[src/rtl/i2srx_pkg.sv]
// Package: shared types for the I2S slave receiver.
// Assumes nothing beyond IEEE 1800-2017 type support.
package i2srx_pkg;

    // Framing progress of the deserializer after reset.
    typedef enum logic [1:0] {
        ST_IDLE = 2'd0,   // no channel-select level recorded yet
        ST_HUNT = 2'd1,   // level known, waiting for the first change
        ST_RUN  = 2'd2    // aligned to word boundaries, delivering words
    } rx_state_t;

    // Channel encoding as carried by the select line.
    typedef enum logic {
        CH_LEFT  = 1'b0,
        CH_RIGHT = 1'b1
    } chan_t;

endpackage

[src/rtl/i2srx_sync.sv]
// Module: multi-bit synchroniser, one flop chain per bit.
// Assumes each bit is independent and may be sampled a cycle late;
// STAGES must be at least 2 for metastability settling.
module i2srx_sync #(
    parameter int WIDTH  = 3,
    parameter int STAGES = 2
) (
    input  logic             clk,
    input  logic             rst_n,
    input  logic [WIDTH-1:0] async_in,
    output logic [WIDTH-1:0] sync_out
);

    logic [WIDTH-1:0] chain_q [STAGES];

    // Shift the asynchronous inputs through the flop chain.
    always_ff @(posedge clk) begin
        if (!rst_n) begin
            for (int s = 0; s < STAGES; s++) chain_q[s] <= '0;
        end else begin
            chain_q[0] <= async_in;
            for (int s = 1; s < STAGES; s++) chain_q[s] <= chain_q[s-1];
        end
    end

    assign sync_out = chain_q[STAGES-1];

endmodule

[src/rtl/i2srx_edge.sv]
// Module: rising-edge detector for a signal already in the clk domain.
// Assumes the input stays at each level for at least two clk cycles.
module i2srx_edge (
    input  logic clk,
    input  logic rst_n,
    input  logic level_in,
    output logic rise_stb
);

    logic level_q;

    // Remember the previous level so that a 0->1 step can be seen.
    always_ff @(posedge clk) begin
        if (!rst_n) level_q <= 1'b0;
        else        level_q <= level_in;
    end

    assign rise_stb = level_in & ~level_q;

endmodule

[src/rtl/i2srx_deser.sv]
// Module: word framing and MSB-aligned capture.
// On each bit strobe it takes one data bit. A change of channel select
// closes the current word: the bit taken on that strobe is the word's
// last bit. Bits past SAMPLE_W are dropped and unfilled bits stay zero.
// Assumes bit_stb is a single-cycle pulse and SAMPLE_W >= 2.
module i2srx_deser
    import i2srx_pkg::*;
#(
    parameter int SAMPLE_W = 16
) (
    input  logic                clk,
    input  logic                rst_n,
    input  logic                bit_stb,
    input  logic                ws_bit,
    input  logic                sd_bit,
    output logic [SAMPLE_W-1:0] word_out,
    output logic                word_valid,
    output logic                word_right
);

    localparam int CNT_W = $clog2(SAMPLE_W + 1);
    localparam logic [CNT_W-1:0]    CNT_FULL = CNT_W'(SAMPLE_W);
    localparam logic [SAMPLE_W-1:0] TOP_ONE  = {1'b1, {(SAMPLE_W-1){1'b0}}};

    rx_state_t           state_q;
    chan_t               chan_q;
    logic [CNT_W-1:0]    cnt_q;
    logic [SAMPLE_W-1:0] acc_q;
    logic [SAMPLE_W-1:0] slot_mask;
    logic [SAMPLE_W-1:0] acc_next;
    logic                ws_change;

    // Mask for the next free bit position; it is zero once the word is full.
    always_comb begin
        slot_mask = TOP_ONE >> cnt_q;
        acc_next  = acc_q | (sd_bit ? slot_mask : '0);
        ws_change = (ws_bit != chan_q);
    end

    // Framing state, channel tracking and bit accumulation.
    always_ff @(posedge clk) begin
        if (!rst_n) begin
            state_q <= ST_IDLE;
            chan_q  <= CH_LEFT;
            cnt_q   <= '0;
            acc_q   <= '0;
        end else if (bit_stb) begin
            unique case (state_q)
                ST_IDLE: begin
                    chan_q  <= chan_t'(ws_bit);
                    state_q <= ST_HUNT;
                end
                ST_HUNT: begin
                    if (ws_change) begin
                        chan_q  <= chan_t'(ws_bit);
                        state_q <= ST_RUN;
                        cnt_q   <= '0;
                        acc_q   <= '0;
                    end
                end
                default: begin
                    if (ws_change) begin
                        chan_q <= chan_t'(ws_bit);
                        cnt_q  <= '0;
                        acc_q  <= '0;
                    end else begin
                        acc_q <= acc_next;
                        if (cnt_q != CNT_FULL) cnt_q <= cnt_q + CNT_W'(1);
                    end
                end
            endcase
        end
    end

    // Deliver the finished word with a one-cycle strobe.
    always_ff @(posedge clk) begin
        if (!rst_n) begin
            word_out   <= '0;
            word_valid <= 1'b0;
            word_right <= 1'b0;
        end else begin
            word_valid <= 1'b0;
            if (bit_stb && state_q == ST_RUN && ws_change) begin
                word_out   <= acc_next;
                word_right <= (chan_q == CH_RIGHT);
                word_valid <= 1'b1;
            end
        end
    end

endmodule

[src/rtl/i2s_slave_rx.sv]
// Module: I2S slave receiver top.
// It synchronises bit clock, channel select and data together, finds
// rising bit-clock edges and passes each sampled bit to the deserializer.
// Assumes clk is at least 4x the bit clock, and that select and data
// change only while the bit clock is low.
module i2s_slave_rx #(
    parameter int SAMPLE_W    = 16,
    parameter int SYNC_STAGES = 2
) (
    input  logic                clk,
    input  logic                rst_n,
    input  logic                i2s_sck,
    input  logic                i2s_ws,
    input  logic                i2s_sd,
    output logic [SAMPLE_W-1:0] sample_data,
    output logic                sample_valid,
    output logic                sample_right
);

    logic [2:0] pins_sync;
    logic       sck_rise;

    // All three lines share one chain, so they stay aligned to each other.
    i2srx_sync #(.WIDTH(3), .STAGES(SYNC_STAGES)) u_sync (
        .clk      (clk),
        .rst_n    (rst_n),
        .async_in ({i2s_sck, i2s_ws, i2s_sd}),
        .sync_out (pins_sync)
    );

    i2srx_edge u_edge (
        .clk      (clk),
        .rst_n    (rst_n),
        .level_in (pins_sync[2]),
        .rise_stb (sck_rise)
    );

    i2srx_deser #(.SAMPLE_W(SAMPLE_W)) u_deser (
        .clk        (clk),
        .rst_n      (rst_n),
        .bit_stb    (sck_rise),
        .ws_bit     (pins_sync[1]),
        .sd_bit     (pins_sync[0]),
        .word_out   (sample_data),
        .word_valid (sample_valid),
        .word_right (sample_right)
    );

endmodule

[config.mk]
export PLATFORM = sky130hd
export DESIGN_NAME = i2s_slave_rx
export DESIGN_NICKNAME = d
export VERILOG_FILES = /design/src/rtl/i2srx_pkg.sv /design/src/rtl/i2srx_sync.sv /design/src/rtl/i2srx_edge.sv /design/src/rtl/i2srx_deser.sv /design/src/rtl/i2s_slave_rx.sv
export SDC_FILE = /design/constraint.sdc
export NUM_CORES = 1
export LEC_CHECK = 0
export ABC_AREA = 1
export BUFFER_PORTS_ARGS = -buffer_cell sky130_fd_sc_hd__buf_2
export CORE_UTILIZATION = 25
export DETAILED_ROUTE_END_ITERATION = 10
export PLACE_DENSITY_LB_ADDON = 0.05
export SKIP_LAST_GASP = 1
export SYNTH_ARGS = -nofsm -noshare
export SYNTH_HDL_FRONTEND = slang
export SYNTH_HIERARCHICAL = 1
export SYNTH_SLANG_ARGS = --single-unit
[constraint.sdc]
create_clock -name clk -period 2.9 [get_ports clk]
set_input_delay 0.29 -clock clk [delete_from_list [all_inputs] [get_ports clk]]
set_output_delay 0.29 -clock clk [all_outputs]
set_load 0.02 [all_outputs]
==> flow_summary.html <==
<table>
<tr><th>Metric</th><th>Value</th></tr>
<tr><th colspan="2">Pwr</th></tr>
<tr><td>Switching power of the nets</td><td>0.0002499 W</td></tr>
<tr><td>Combinational power share</td><td>3.0%</td></tr>
<tr><td>IR Drop Worst-Case VDD</td><td>156.0 µV</td></tr>
<tr><td>Leakage power total</td><td>0.9442 nW</td></tr>
<tr><td>Int Power</td><td>0.0008766 W</td></tr>
<tr><td>Switching share of total power</td><td>22.19%</td></tr>
<tr><td>Sequential group share of total power</td><td>60.5%</td></tr>
<tr><td>Power density of the placed cells</td><td>487.7 nW/µm²</td></tr>
<tr><td>Clock power share</td><td>36.5%</td></tr>
<tr><td>Total power of the final layout</td><td>0.001126 W</td></tr>
<tr><th colspan="2">Timing</th></tr>
<tr><td>Actual transition at the worst max-transition pin</td><td>0.5982 ns</td></tr>
<tr><td>Max Slew Vio Count</td><td>0</td></tr>
<tr><td>Max Clock Skew</td><td>0.003998 ns</td></tr>
<tr><td>Final-layout setup total negative slack</td><td>0 ns</td></tr>
<tr><td>Worst rel slew slack</td><td>59.87%</td></tr>
<tr><td>Min Clock Period, post-route</td><td>1.848 ns</td></tr>
<tr><td>Unrepaired setup endpoints after global routing</td><td>no</td></tr>
<tr><td>Ratio of final minimum period to clock period</td><td>63.74%</td></tr>
<tr><td>Hold Vio Cnt, Final</td><td>0</td></tr>
<tr><td>Maximum clock frequency</td><td>0.5410 GHz</td></tr>
<tr><td>Final setup violation count</td><td>0</td></tr>
<tr><th colspan="2">Critical path</th></tr>
<tr><td>Critical path data arrival time</td><td>2.05 ns</td></tr>
<tr><td>Crit end category</td><td>flip-flop</td></tr>
<tr><td>Critical Path Start Type</td><td>flip-flop</td></tr>
<tr><td>Startpoint-to-endpoint class of the critical path</td><td>flip-flop to flip-flop</td></tr>
<tr><td>CP required</td><td>3.10 ns</td></tr>
<tr><td>Crit path max fanout</td><td>15</td></tr>
<tr><th colspan="2">Detailed routing</th></tr>
<tr><td>1st-iter DRT viols</td><td>107</td></tr>
<tr><td>1st-pass router iterations</td><td>4</td></tr>
<tr><td>Vias after detailed routing</td><td>1669</td></tr>
<tr><td>Wirelength, routed</td><td>4939 µm</td></tr>
<tr><td>DRC errors left</td><td>0</td></tr>
<tr><td>Final antenna-violating net count</td><td>0</td></tr>
<tr><td>Vias per inst</td><td>4.302</td></tr>
<tr><td>Per-cell routed wire length</td><td>12.73 µm</td></tr>
<tr><th colspan="2">Clocking</th></tr>
<tr><td>Insertion delay to the later sink of the worst-skew pair</td><td>0.30 ns</td></tr>
<tr><td># Post-CTS Setup Buffers</td><td>0</td></tr>
<tr><td>Number of H-tree levels</td><td>2</td></tr>
<tr><td>Post-CTS Resized</td><td>0</td></tr>
<tr><td>Maximum buffer depth of the clock tree</td><td>2</td></tr>
<tr><td>Clock net sink count</td><td>49</td></tr>
<tr><td>Clock-pin transition on the worst setup and hold timing paths</td><td>0.09 ns</td></tr>
<tr><td>Hold_buf cts</td><td>0</td></tr>
<tr><td>Total CTS buffers</td><td>5</td></tr>
<tr><td>Clock root cell</td><td>sky130_fd_sc_hd__clkbuf_8</td></tr>
<tr><td>TritonCTS clock tree</td><td>yes</td></tr>
<tr><th colspan="2">Global routing</th></tr>
<tr><td>Residual overflow from global routing</td><td>0</td></tr>
<tr><td>Largest net degree at the start of global routing</td><td>29</td></tr>
<tr><td>Global-route wire length before repair</td><td>8445 µm</td></tr>
<tr><td>Number of antenna violations at the first check in global routing</td><td>0</td></tr>
<tr><td>Total track usage</td><td>12.87%</td></tr>
<tr><td>Vias in the first global route</td><td>1671</td></tr>
<tr><th colspan="2">Hold path</th></tr>
<tr><td>Min-delay worst type</td><td>input pin to flip-flop</td></tr>
<tr><th colspan="2">Placed design</th></tr>
<tr><td>Sum of net half-perimeters after detailed placement</td><td>3297 µm</td></tr>
<tr><td>Placed inst area</td><td>2223 µm²</td></tr>
<tr><td>Number of buffer cells added on primary ports</td><td>22</td></tr>
<tr><td>GPL Wtd Cong</td><td>0.7180</td></tr>
<tr><th colspan="2">Cells and area</th></tr>
<tr><td>Final instance area</td><td>2310 µm²</td></tr>
<tr><td>Inserted Diodes</td><td>0</td></tr>
<tr><td>Commonest non-fill, non-tap cell in the layout</td><td>sky130_fd_sc_hd__nand2_1</td></tr>
<tr><td>Total number of nets in the final design</td><td>297</td></tr>
<tr><td>Commonest non-fill, non-tap cells in the layout</td><td>sky130_fd_sc_hd__nand2_1, sky130_fd_sc_hd__dfxtp_1, sky130_fd_sc_hd__a21oi_1, sky130_fd_sc_hd__buf_2, sky130_fd_sc_hd__inv_1</td></tr>
<tr><td>Layout overhead on the synthesized area</td><td>13.11%</td></tr>
<tr><td>Count of filler cells inserted in the layout</td><td>880</td></tr>
<tr><td>Layout cells sized above 1</td><td>12.24%</td></tr>
<tr><th colspan="2">Synth</th></tr>
<tr><td>Syn. warnings</td><td>6</td></tr>
<tr><td>Number of distinct library cell variants in the gate-level netlist after synthesis</td><td>25</td></tr>
<tr><td>Sequential-to-total area share from yosys stat</td><td>48.04%</td></tr>
<tr><td>Synthesized netlist cell count</td><td>267</td></tr>
<tr><td>FF+latch count, synth</td><td>49</td></tr>
<tr><td>Synth Cell Area</td><td>2042 µm²</td></tr>
<tr><td>Post-synthesis net count</td><td>278</td></tr>
<tr><td>Synthesized area per cell</td><td>7.648 µm²</td></tr>
<tr><th colspan="2">Die</th></tr>
<tr><td>Area enclosed by the die boundary</td><td>8533 µm²</td></tr>
<tr><td>Die W</td><td>92.38 µm</td></tr>
<tr><td>Number of rows created at floorplan</td><td>32</td></tr>
<tr><td>Initial core utilization</td><td>26.15%</td></tr>
<tr><td>Overall die height</td><td>92.38 µm</td></tr>
<tr><td>I/O pin cnt</td><td>23</td></tr>
<tr><td>Core Area</td><td>7807 µm²</td></tr>
<tr><th colspan="2">Run</th></tr>
<tr><td>Max-capacitance violation count</td><td>0</td></tr>
<tr><th colspan="2">Outcome</th></tr>
<tr><td>Outcome</td><td>complete, no violations</td></tr>
</table>
## logic make-up (layout without fill, tap and decap cells)
group	count (synthesis)	in the layout	synth area share (%)
flops	49	49	48.04
xor+xnor	1	1	0.4290
compound gates	58	58	15.81
buf+inv	36	55	7.842
fa+ha+maj	6	6	3.676
simple gates	117	117	24.20
## final timing paths
check             slack, ns            startpoint  depth (start not counted)                   end
setup / recovery       1.05  u_sync/chain_q[0][5]                          9      u_deser/cnt_q[4]
hold / removal         0.17               i2s_sck                          3  u_sync/chain_q[0][2]
setup reg to reg       1.05  u_sync/chain_q[0][5]                          9      u_deser/cnt_q[4]
hold reg to reg        0.42  u_sync/chain_q[0][0]                          2  u_sync/chain_q[0][3]
## power by group through the flow
stage	logic [W]	registers (W)	clock network [W]
finish	0.0000339	0.000681	0.000411
global placement	0.0000352	0.000697	0
global route	0.0000392	0.000682	0.000463
detailed placement	0.0000349	0.000697	0
floorplan	0.0000239	0.000696	0
CTS	0.0000350	0.000681	0.000438
## state kept, by name, summed over array words and instances, names as in the netlist
register            count
u_deser/acc_q          16
u_deser/word_out       16
u_sync/chain_q          6
u_deser/cnt_q           5
u_deser/state_q         2
u_deser/chan_q          1
u_deser/word_right      1
u_deser/word_valid      1
u_edge/level_q          1
## area by class of cell
type | count | area [µm²] | share of cell area (%)
Timing Repair Buffer | 23 | 117.6 | 5.092
Inverter | 25 | 96.34 | 4.171
Sequential cell | 49 | 980.9 | 42.47
Multi-Input combinational cell | 182 | 900.9 | 39.00
Clock buffer | 7 | 86.33 | 3.738
Tap cell | 102 | 127.6 | 5.525
## routing by layer
metal	GRT usage, %	vias to the layer above	wire [µm]
met3	2.627	7	166
met4	5.469	0	88
li1	-	889	-
met5	0	-	0
met2	20.37	22	2107
met1	16.93	751	2576
## worst max-delay path, cell delays in order, from the launching register on
cell                      delay (ns)
sky130_fd_sc_hd__dfxtp_1        0.33
sky130_fd_sc_hd__inv_1          0.05
sky130_fd_sc_hd__nor2_2         0.20
sky130_fd_sc_hd__nand2_1        0.08
sky130_fd_sc_hd__inv_1          0.06
sky130_fd_sc_hd__nand3_2        0.30
sky130_fd_sc_hd__nand2_1        0.34
sky130_fd_sc_hd__nand2_1        0.17
sky130_fd_sc_hd__a21oi_1        0.16
sky130_fd_sc_hd__nor2_1         0.05
## Yosys cell counts (all sizes together)
master / count / share of area, %
buf: 8 / 2.6
a21o: 1 / 0.37
nand3b: 1 / 0.37
dfxtp: 49 / 48
nand3: 19 / 5.5
nor3: 4 / 0.98
ha: 6 / 3.7
o21ai: 8 / 2.0
o21bai: 11 / 4.0
inv: 22 / 4.0
clkinv: 3 / 0.67
nand2: 71 / 13
clkbuf: 3 / 0.55
nor2: 22 / 4.2
a21oi: 37 / 9.1
xnor2: 1 / 0.43
o211ai: 1 / 0.37
## through the flow
step	instances	hold WS [ns]	worst slack, ns	utilization [%]
after floorplan	267	0.3835	1.539	-
after global placement	381	0.3926	1.076	28.48
after detailed placement	381	0.4089	1.048	28.48
after CTS	388	0.1547	1.028	29.58
after global routing	388	0.1629	0.8109	29.58
final	388	0.1659	1.052	29.58
(Power assumes the default switching activity.)
